## config.mk

```make
export PLATFORM = sky130hd
export DESIGN_NAME = rdma_channel
export DESIGN_NICKNAME = d
export VERILOG_FILES = /design/src/rtl/rdma_pkg.sv /design/src/rtl/rdma_ptr_step.sv /design/src/rtl/rdma_occupancy.sv /design/src/rtl/rdma_mover.sv /design/src/rtl/rdma_channel.sv
export SDC_FILE = /design/constraint.sdc
export NUM_CORES = 1
export LEC_CHECK = 0
export ABC_CLOCK_PERIOD_IN_PS = 8000
export BUFFER_PORTS_ARGS = -buffer_cell sky130_fd_sc_hd__buf_2
export CAP_MARGIN = 25
export CORE_UTILIZATION = 30
export DETAILED_ROUTE_END_ITERATION = 10
export PLACE_DENSITY = 0.47
export SYNTH_ARGS = -nofsm -noshare
export SYNTH_HDL_FRONTEND = slang
export SYNTH_SLANG_ARGS = --single-unit
```

## constraint.sdc

```tcl
create_clock -name clk -period 8 [get_ports clk]
set_clock_uncertainty 0.1 [all_clocks]
set_input_delay 0.4 -clock clk [delete_from_list [all_inputs] [get_ports clk]]
set_output_delay 0.4 -clock clk [all_outputs]
set_load 0.01 [all_outputs]
```

## src/rtl/rdma_pkg.sv

```systemverilog
package rdma_pkg;

   // Register byte offsets
   localparam logic [7:0] RA_FLAG  = 8'h00;
   localparam logic [7:0] RA_IEN   = 8'h04;
   localparam logic [7:0] RA_EN    = 8'h08;
   localparam logic [7:0] RA_RST   = 8'h0C;
   localparam logic [7:0] RA_STOP  = 8'h10;
   localparam logic [7:0] RA_FLUSH = 8'h14;
   localparam logic [7:0] RA_BASE  = 8'h1C;
   localparam logic [7:0] RA_LEN   = 8'h24;
   localparam logic [7:0] RA_THR   = 8'h28;
   localparam logic [7:0] RA_WPT   = 8'h2C;
   localparam logic [7:0] RA_RPT   = 8'h30;
   localparam logic [7:0] RA_VALID = 8'h3C;
   localparam logic [7:0] RA_LEFT  = 8'h40;
   localparam logic [7:0] RA_DBG   = 8'h50;
   localparam logic [7:0] RA_EXT   = 8'h54;

   // Debug status layout (LSB = en)
   typedef struct packed {
      logic held;
      logic busy;
      logic flush;
      logic stop;
      logic en;
   } rdma_dbg_t;

endpackage

```

## src/rtl/rdma_ptr_step.sv

```systemverilog
module rdma_ptr_step #(
   parameter int OFF_W = 16
) (
   input  logic [OFF_W:0] ptr_i,
   input  logic [OFF_W:0] len_i,
   output logic [OFF_W:0] ptr_o
);
   localparam int PW = OFF_W + 1;

   logic [PW-1:0] inc;

   always_comb begin
      inc = {1'b0, ptr_i[OFF_W-1:0]} + PW'(1);
      if (inc >= len_i) begin
         ptr_o = {~ptr_i[OFF_W], {OFF_W{1'b0}}};
      end else begin
         ptr_o = {ptr_i[OFF_W], inc[OFF_W-1:0]};
      end
   end
endmodule

```

## src/rtl/rdma_occupancy.sv

```systemverilog
module rdma_occupancy #(
   parameter int OFF_W = 16
) (
   input  logic [OFF_W:0] wpt_i,
   input  logic [OFF_W:0] rpt_i,
   input  logic [OFF_W:0] len_i,
   output logic [OFF_W:0] filled_o,
   output logic [OFF_W:0] free_o
);
   localparam int PW = OFF_W + 1;

   logic [PW-1:0] w_off, r_off;

   always_comb begin
      w_off = {1'b0, wpt_i[OFF_W-1:0]};
      r_off = {1'b0, rpt_i[OFF_W-1:0]};
      if (wpt_i[OFF_W] == rpt_i[OFF_W]) begin
         filled_o = w_off - r_off;
      end else begin
         filled_o = w_off + len_i - r_off;
      end
      free_o = len_i - filled_o;
   end
endmodule

```

## src/rtl/rdma_mover.sv

```systemverilog
module rdma_mover #(
   parameter bit IS_TX = 1'b1
) (
   input  logic       clk,
   input  logic       rst_n,
   input  logic       wreset,
   input  logic       go,
   input  logic       mem_ack,
   input  logic [7:0] mem_rdata,
   input  logic       tx_ready,
   input  logic       rx_valid,
   input  logic [7:0] rx_data,
   output logic       mem_req,
   output logic       mem_we,
   output logic [7:0] mem_wdata,
   output logic       tx_valid,
   output logic [7:0] tx_data,
   output logic       rx_ready,
   output logic       beat,
   output logic       held
);
   generate
      if (IS_TX) begin : g_tx
         logic       full_q;
         logic [7:0] byte_q;
         logic       unused_rx;

         assign unused_rx = ^{rx_valid, rx_data};
         assign mem_req   = go & ~full_q;
         assign mem_we    = 1'b0;
         assign mem_wdata = 8'h00;
         assign beat      = mem_req & mem_ack;
         assign tx_valid  = full_q;
         assign tx_data   = byte_q;
         assign rx_ready  = 1'b0;
         assign held      = full_q;

         always_ff @(posedge clk or negedge rst_n) begin
            if (!rst_n) begin
               full_q <= 1'b0;
               byte_q <= 8'h00;
            end else if (wreset) begin
               full_q <= 1'b0;
            end else if (beat) begin
               full_q <= 1'b1;
               byte_q <= mem_rdata;
            end else if (full_q && tx_ready) begin
               full_q <= 1'b0;
            end
         end
      end else begin : g_rx
         logic unused_tx;

         assign unused_tx = ^{clk, rst_n, wreset, tx_ready, mem_rdata};
         assign mem_req   = go & rx_valid;
         assign mem_we    = 1'b1;
         assign mem_wdata = rx_data;
         assign beat      = mem_req & mem_ack;
         assign rx_ready  = beat;
         assign tx_valid  = 1'b0;
         assign tx_data   = 8'h00;
         assign held      = 1'b0;
      end
   endgenerate
endmodule

```

## src/rtl/rdma_channel.sv

```systemverilog
module rdma_channel
   import rdma_pkg::*;
#(
   parameter int OFF_W  = 16,
   parameter int ADDR_W = 32,
   parameter bit IS_TX  = 1'b1
) (
   input  logic              clk,
   input  logic              rst_n,
   input  logic              reg_we,
   input  logic [7:0]        reg_addr,
   input  logic [31:0]       reg_wdata,
   output logic [31:0]       reg_rdata,
   output logic              mem_req,
   output logic              mem_we,
   output logic [ADDR_W:0]   mem_addr,
   output logic [7:0]        mem_wdata,
   input  logic [7:0]        mem_rdata,
   input  logic              mem_ack,
   output logic              tx_valid,
   output logic [7:0]        tx_data,
   input  logic              tx_ready,
   input  logic              rx_valid,
   input  logic [7:0]        rx_data,
   output logic              rx_ready,
   output logic              irq
);
   localparam int PW = OFF_W + 1;

   generate
      if (OFF_W < 2 || OFF_W > 24) begin : g_bad_off
         $error("rdma_channel: OFF_W out of range");
      end
      if (ADDR_W <= OFF_W || ADDR_W > 32) begin : g_bad_addr
         $error("rdma_channel: ADDR_W out of range");
      end
   endgenerate

   logic              en_q, stop_q, flush_q, ext_q;
   logic [1:0]        ien_q, flag_q, flag_set, flag_clr;
   logic [ADDR_W-1:0] base_q;
   logic [PW-1:0]     len_q, thr_q, wpt_q, rpt_q;
   logic [PW-1:0]     hw_ptr, hw_nxt, filled, free;
   logic              beat, held, avail, go, drained;
   logic              w_flag, w_ien, w_en, w_rst, w_stop, w_flush;
   logic              w_base, w_len, w_thr, w_wpt, w_rpt, w_ext, wreset;

   // write decode
   assign w_flag  = reg_we && reg_addr == RA_FLAG;
   assign w_ien   = reg_we && reg_addr == RA_IEN;
   assign w_en    = reg_we && reg_addr == RA_EN;
   assign w_rst   = reg_we && reg_addr == RA_RST;
   assign w_stop  = reg_we && reg_addr == RA_STOP;
   assign w_flush = reg_we && reg_addr == RA_FLUSH;
   assign w_base  = reg_we && reg_addr == RA_BASE;
   assign w_len   = reg_we && reg_addr == RA_LEN;
   assign w_thr   = reg_we && reg_addr == RA_THR;
   assign w_wpt   = reg_we && reg_addr == RA_WPT;
   assign w_rpt   = reg_we && reg_addr == RA_RPT;
   assign w_ext   = reg_we && reg_addr == RA_EXT;
   assign wreset  = w_rst & reg_wdata[0];

   // hardware-side pointer selection
   generate
      if (IS_TX) begin : g_hw_rd
         assign hw_ptr = rpt_q;
         assign avail  = filled != '0;
      end else begin : g_hw_wr
         assign hw_ptr = wpt_q;
         assign avail  = free != '0;
      end
   endgenerate

   rdma_ptr_step #(.OFF_W(OFF_W)) step_i (
      .ptr_i (hw_ptr),
      .len_i (len_q),
      .ptr_o (hw_nxt)
   );

   rdma_occupancy #(.OFF_W(OFF_W)) occ_i (
      .wpt_i    (wpt_q),
      .rpt_i    (rpt_q),
      .len_i    (len_q),
      .filled_o (filled),
      .free_o   (free)
   );

   assign go = en_q & ~stop_q & avail;

   rdma_mover #(.IS_TX(IS_TX)) mover_i (
      .clk       (clk),
      .rst_n     (rst_n),
      .wreset    (wreset),
      .go        (go),
      .mem_ack   (mem_ack),
      .mem_rdata (mem_rdata),
      .tx_ready  (tx_ready),
      .rx_valid  (rx_valid),
      .rx_data   (rx_data),
      .mem_req   (mem_req),
      .mem_we    (mem_we),
      .mem_wdata (mem_wdata),
      .tx_valid  (tx_valid),
      .tx_data   (tx_data),
      .rx_ready  (rx_ready),
      .beat      (beat),
      .held      (held)
   );

   assign mem_addr = {ext_q, base_q + ADDR_W'(hw_ptr[OFF_W-1:0])};
   assign drained  = ~held & (~IS_TX | (filled == '0));

   // configuration registers (kept across warm reset)
   always_ff @(posedge clk or negedge rst_n) begin
      if (!rst_n) begin
         ien_q  <= '0;
         base_q <= '0;
         len_q  <= '0;
         thr_q  <= '0;
         ext_q  <= 1'b0;
      end else begin
         if (w_ien)  ien_q  <= reg_wdata[1:0];
         if (w_base) base_q <= reg_wdata[ADDR_W-1:0];
         if (w_len)  len_q  <= reg_wdata[PW-1:0];
         if (w_thr)  thr_q  <= reg_wdata[PW-1:0];
         if (w_ext)  ext_q  <= reg_wdata[0];
      end
   end

   // control bits
   always_ff @(posedge clk or negedge rst_n) begin
      if (!rst_n) begin
         en_q    <= 1'b0;
         stop_q  <= 1'b0;
         flush_q <= 1'b0;
      end else if (wreset) begin
         en_q    <= 1'b0;
         stop_q  <= 1'b0;
         flush_q <= 1'b0;
      end else begin
         if (stop_q && !held) begin
            en_q <= 1'b0;
         end else if (w_en) begin
            en_q <= reg_wdata[0] & ~stop_q;
         end
         if (w_stop) stop_q <= reg_wdata[0];
         if (w_flush && reg_wdata[0]) begin
            flush_q <= 1'b1;
         end else if (flush_q && drained) begin
            flush_q <= 1'b0;
         end
      end
   end

   // write pointer
   always_ff @(posedge clk or negedge rst_n) begin
      if (!rst_n) begin
         wpt_q <= '0;
      end else if (wreset) begin
         wpt_q <= '0;
      end else if (IS_TX) begin
         if (w_wpt) wpt_q <= reg_wdata[PW-1:0];
      end else if (beat) begin
         wpt_q <= hw_nxt;
      end
   end

   // read pointer
   always_ff @(posedge clk or negedge rst_n) begin
      if (!rst_n) begin
         rpt_q <= '0;
      end else if (wreset) begin
         rpt_q <= '0;
      end else if (!IS_TX) begin
         if (w_rpt) rpt_q <= reg_wdata[PW-1:0];
      end else if (beat) begin
         rpt_q <= hw_nxt;
      end
   end

   // interrupt flags: set beats write-one-to-clear
   always_comb begin
      flag_set[0] = ien_q[0] & (IS_TX ? (free >= thr_q) : (filled >= thr_q));
      flag_set[1] = ~IS_TX & ien_q[1] & (free == '0);
      flag_clr    = w_flag ? reg_wdata[1:0] : 2'b00;
   end

   always_ff @(posedge clk or negedge rst_n) begin
      if (!rst_n) begin
         flag_q <= '0;
      end else if (wreset) begin
         flag_q <= '0;
      end else begin
         flag_q <= (flag_q & ~flag_clr) | flag_set;
      end
   end

   assign irq = |flag_q;

   // read mux
   rdma_dbg_t dbg;
   always_comb begin
      dbg = '{held: held, busy: mem_req, flush: flush_q, stop: stop_q, en: en_q};
      case (reg_addr)
         RA_FLAG:  reg_rdata = 32'(flag_q);
         RA_IEN:   reg_rdata = 32'(ien_q);
         RA_EN:    reg_rdata = 32'(en_q);
         RA_STOP:  reg_rdata = 32'(stop_q);
         RA_FLUSH: reg_rdata = 32'(flush_q);
         RA_BASE:  reg_rdata = 32'(base_q);
         RA_LEN:   reg_rdata = 32'(len_q);
         RA_THR:   reg_rdata = 32'(thr_q);
         RA_WPT:   reg_rdata = 32'(wpt_q);
         RA_RPT:   reg_rdata = 32'(rpt_q);
         RA_VALID: reg_rdata = 32'(filled);
         RA_LEFT:  reg_rdata = 32'(free);
         RA_DBG:   reg_rdata = 32'(dbg);
         RA_EXT:   reg_rdata = 32'(ext_q);
         default:  reg_rdata = 32'h0;
      endcase
   end
endmodule

```

==> Word-level counts from Yosys, hierarchy flattened <==
Index checks and enable logic that the tools add are counted.
{ "totals": {"regBits": 117, "in_bits": 62, "out_inout_bits": 86, "word_cells": 101} }
{ "classes": {"add_sub_neg": 6, "n_lt_le_gt_ge": 2, "n_eq_ne": 15, "muxes": 20, "bitwise_logic": 15, "n_reduce_logical": 29} }
{ "op_table": {"columns": ["op", "count"], "rows": [
  ["$pmux 32 s14", 1],
  ["$mux 17", 6],
  ["$eq 8x6->1 const B", 5],
  ["$ge 17x17->1", 2],
  ["$add 32x16->32", 1],
  ["$eq 8x5->1 const B", 3],
  ["$eq 8x7->1 const B", 3],
  ["$add 16x1->17 const B", 1],
  ["$add 16x17->17", 1],
  ["$logic_not 17->1", 1],
  ["$reduce_bool 17->1", 1],
  ["$sub 16x16->17", 1],
  ["$sub 17x16->17", 1],
  ["$sub 17x17->17", 1],
  ["$eq 8x4->1 const B", 2],
  ["$logic_and 1x1->1", 15],
  ["$mux 1", 11],
  ["$reduce_bool 3->1", 3],
  ["$and 1x1->1", 8],
  ["$eq 8x3->1 const B", 1],
  ["$logic_not 8->1", 1],
  ["$reduce_bool 2->1", 4],
  ["$mux 2", 2],
  ["$not 1->1", 4],
  ["7 further kinds", 8]
]} }

==> Logic depth before layout (Yosys ltp) <==
{ "logic_depth": {"ltp_word": 9, "depth_mapped": 27, "ltp_nobuf": 27} }

==> Cells and area by module <==
A second synthesis with hierarchy kept.
{ "unflattened": {"cells_unflattened": 1211, "hier_area_um2": 11081.9} }
{ "by_module_without_submodules": {"columns": ["module", "instances", "cells_each", "area_per_inst_um2", "seq_area_each_um2"], "rows": [
  ["rdma_channel", 1, 653, 6736.5, 2702.6],
  ["rdma_occupancy", 1, 405, 3014.1, 0.0],
  ["rdma_ptr_step", 1, 117, 844.6, 0.0],
  ["rdma_mover", 1, 36, 486.7, 225.2]
]} }

==> Least setup slack after synthesis <==
Ideal clock, no wire load.
{ "synth_path": {"kind": "register to register", "from": "reg len_q[1]", "to": "reg flag_q[0]", "setup_ns": 0.143, "t_arrival_ns": 5.480, "required_time_ns": 7.757, "setup_slack_ns": 2.277, "path_stages_with_launch": 26, "path_buffers": 0, "period_less_slack_ns": 5.723, "path_cell_list": "dfrtp_1 > inv_1 > fa_1 > inv_1 > ha_1 > a211oi_1 > nor2_1 > o21ai_0 > a21oi_1 > o32ai_1 > inv_1 > ha_1 > a21o_1 > a21o_1 > a21o_1 > o41ai_1 > o21ai_0 > mux2i_1 > nor2_1 > xnor2_1 > ha_1 > or4_1 > a2111oi_0 > o21a_1 > or3_1 > o22ai_1"} }
{ "synth_between": {"elab_chain_len": 8} }
{ "synth_lines": {"columns": ["element", "line_no", "source"], "rows": [
  ["from (decl)", "rdma_channel.sv:42", "logic [PW-1:0] len_q, thr_q, wpt_q, rpt_q;"],
  ["from (signal assigned)", "rdma_channel.sv:124", "if (w_len) len_q <= reg_wdata[PW-1:0];"],
  ["$add 16x17->17", "rdma_occupancy.sv:20", "filled_o = w_off + len_i - r_off;"],
  ["$sub 17x16->17", "rdma_occupancy.sv:20", null],
  ["$mux 17", "rdma_occupancy.sv:17", "if (wpt_i[OFF_W] == rpt_i[OFF_W]) begin"],
  ["$sub 17x17->17 *", "rdma_occupancy.sv:22", "free_o = len_i - filled_o;"],
  ["$ge 17x17->1 *", "rdma_channel.sv:183", "flag_set[0] = ien_q[0] & (IS_TX ? (free >= thr_q) : (filled >= thr_q));"],
  ["$and 1x1->1 *", "rdma_channel.sv:183", null],
  ["$or 2x1->2 *", "rdma_channel.sv:194", "flag_q <= (flag_q & ~flag_clr) | flag_set;"],
  ["$mux 2 *", "rdma_channel.sv:191", "end else if (wreset) begin"],
  ["to (signal assigned)", "rdma_channel.sv:194", null],
  ["to (decl)", "rdma_channel.sv:40", "logic [1:0] ien_q, flag_q, flag_set, flag_clr;"]
]} }
Every way passes the cells marked *; elsewhere a longest branch is shown, timed or not.
A chain may end at the register's enable or synchronous reset.

==> Worst setup path after layout <==
{ "layout_path": {"from": "reg wpt_q[1]", "to": "reg flag_q[0]"} }
{ "layout_between": {"elab_chain_len": 8, "word_cells_on_any_way": 9, "cone_classes": "add/sub (4); order compare (1); mux (2); bitwise (2)"} }
{ "layout_lines": {"columns": ["element", "line_no", "source"], "rows": [
  ["from (decl)", "rdma_channel.sv:42", null],
  ["from (signal assigned)", "rdma_channel.sv:162", "if (w_wpt) wpt_q <= reg_wdata[PW-1:0];"],
  ["from (signal assigned)", "rdma_channel.sv:164", "wpt_q <= hw_nxt;"],
  ["$add 16x17->17", "rdma_occupancy.sv:20", null],
  ["$sub 17x16->17", "rdma_occupancy.sv:20", null],
  ["$mux 17 *", "rdma_occupancy.sv:17", null],
  ["$sub 17x17->17 *", "rdma_occupancy.sv:22", null],
  ["$ge 17x17->1 *", "rdma_channel.sv:183", null],
  ["$and 1x1->1 *", "rdma_channel.sv:183", null],
  ["$or 2x1->2 *", "rdma_channel.sv:194", null],
  ["$mux 2 *", "rdma_channel.sv:191", null]
]} }
Marks and branches as above.

==> results_dict.tcl <==
set metrics [dict create \
    placed_area_sq_um 11900 \
    period_minus_slack_ps 6890 \
    io_pins 148 \
    cts_tree "yes" \
    post-route-period-util_pct 86.1 \
    grt_setup_unrepaired "false" \
    drt-wirelength-per-cell_microns 19.6 \
    netlist_instances 1216 \
    path_delay_family "compound AO/OA/AOI/OAI gates" \
    critPathMaxStageDelay_ps 560 \
    synth_flop_cell "dfrtp_1" \
    instances_no_fill 1812 \
    whs_path_depth 2 \
    clk_latency_ps 430 \
    hpwl_mm 27.5 \
    drc 0 \
    timing.fmax_mhz 145 \
    synth_edf_count 0 \
    antennaDiodeCount 0 \
    fp.dieW_microns 191 \
    status "complete, no violations" \
    dr.first_iter.drc_count 634 \
    ir_worst_vdd_uv 155 \
    rows 68 \
    port_buffers 128 \
    antenna_left 0 \
    slew_viol_final 0 \
    syn_area_per_cell_sq_um 8.80 \
    cp-start-kind "flip-flop" \
    h-tree-depth 4 \
    slew_headroom_pct 29.1 \
    coreArea_sq_um 34800 \
    postSynth.asyncResetShare_pct 100 \
    fin_setup_tns_ps 0 \
    postLayoutCellArea_sq_um 12500 \
    wl_mm 35.5 \
    worst_pin_slew_ps 1060 \
    synth_most_common_cell "inv_1" \
    cp.required_ps 8180 \
    syn-cell-area_sq_um 10700 \
    end_kind "flip-flop" \
    nets 1524 \
    cp.arrival_ps 7070 \
    rr_worst_depth 25 \
    dieHeight_microns 191 \
    grt_max_degree 66 \
    gp_routability_congestion 0.830 \
    power_density_nw_per_um2 259 \
    setup_viol 0 \
    ys_top_cells_by_area "dfrtp_1 27%, ha_1 12%, mux2_2 8.0%, inv_1 4.5%, xnor2_1 3.6%" \
    synth.top_cell.area_share_pct 27.4 \
    antenna_found_initial 1 \
    first_pass_iters 6 \
    yosys_register_bits 117 \
    r2r_start "wpt_q[1]" \
    cts.sinks 117 \
    reg2reg_slack_ps 1110 \
    grt_pass1_wl_mm 54.6 \
    clk_pin_slew_worst_paths_ps 60 \
    ys_seq_area_share_pct 27.4 \
    hold_viol 0 \
    initial_core_util_pct 30.7 \
    min_to "mover_i.tx_data[2]" \
    cp_slowest_cell "fa_1" \
    syn2layout_area_growth_pct 16.9 \
    yosysUniqueCellTypes 71 \
    worst-path-max-fanout 5 \
    via_per_inst 5.29 \
    hp-class "in -> reg" \
    vias 9581 \
    r2r_end "flag_q[0]" \
    die-area_sq_um 36400 \
    globalRouteOverflowTotal 0 \
    grt_pass1_vias 9314 \
    worst-setup-path-type "reg -> reg" \
    clockBufferDepth 2 \
    yosysWarnings 0 \
    post-place-cells 1776 \
    numCtsBuffers 17 \
    min-delay-start "mem_rdata[2]" \
    layout-drive-gt1-share_pct 20.0 \
    cts-root-buf "clkbuf_16" \
    track_usage_pct 19.8 \
    max_cap_violations 0 \
    yosys-top-cells-count "127 x inv_1, 117 x dfrtp_1, 99 x ha_1" \
    path_buf_inv 3 \
    yosysTopAreaCell "dfrtp_1" \
    p_leak_nw 6.11 \
]
[through the flow]
step	utilization (%)	power (W)	hold slack [ps]	setup WS, ps
after global placement	34.1	0.00246	385	1120
after floorplan	-	0.00194	4.41	2280
after global routing	35.9	0.00350	85.6	559
final	35.9	0.00324	98.2	1110
after CTS	35.8	0.00326	82.5	1040
after detailed placement	34.1	0.00247	388	1070
[placed cells by master, fill, tap and decap left out, types with 37 or more instances in the layout]
cell and n:
inv_1 127, buf_2 127, dfrtp_1 117, ha_1 99, nor2_1 83, mux2_2 76
nand2_1 74, o21ai_0 62, a21oi_1 56, xnor2_1 43, nand3_1 37
[power breakdown]
group	internal (W)	switching [W]	total (W)
Clock	0.000494	0.000284	0.000778
Combinational	0.000724	0.00103	0.00176
Sequential	0.000640	0.0000696	0.000710
Total	0.00186	0.00138	0.00324
[sequential cells by signal, indices dropped and copies added (netlist names)]
name and count:
mover_i.tx_data 8, len_q 17, stop_q 1, ien_q 2
hw_ptr 17, flag_q 2, ext_q 1, thr_q 17
base_q 32, wpt_q 17, flush_q 1, en_q 1
mover_i.held 1
[per-layer routing]
layer / track usage (%) / part of all wire [%]
met5: 0 / 0
met1: 27.3 / 47
met4: 5.97 / 1.8
met3: 2.72 / 5.2
met2: 31.8 / 46
[kinds of logic (layout without fill, tap and decap cells)]
kind of cell	count (synthesis)	after routing	share of synthesized area, %
and+or+nand+nor	339	339	15.8
xor gates and xnor gates	65	65	5.32
muxes	86	86	8.93
DFF	117	117	27.4
buffers and inverters	172	304	6.52
adders and majority gates	118	118	15.1
AOI/OAI and AO/OA	318	318	20.8
other	1	10	0.0350
[cell type report]
cell class | instances | area, sq um
Timing Repair Buffer | 145 | 811
Fill cell | 3675 | 22300
Sequential cell | 117 | 2930
Multi-Input combinational cell | 936 | 7140
Tap cell | 455 | 569
Inverter | 127 | 477
Clock buffer | 22 | 454
Clock inverter | 10 | 130
[timing repair]
action	4_1_cts	5_1_grt
hold buffers	1	0
endpoints found under the hold margin	52	0
setup endpoints to repair	0	0
buffers inserted	0	0
gates resized for setup	0	0
[worst max path at each step]
stage | start | to | slack [ps] | cells after the start
3_5_place_dp | wpt_q[1] | flag_q[0] | 1070 | 25
4_1_cts | wpt_q[1] | flag_q[0] | 1040 | 25
6_report | wpt_q[1] | flag_q[0] | 1110 | 25
2_1_floorplan | len_q[1] | flag_q[0] | 2280 | 25
3_3_place_gp | wpt_q[1] | flag_q[0] | 1120 | 25
5_1_grt | wpt_q[1] | flag_q[0] | 560 | 25
Note: power is estimated with default switching activity, not from simulation.
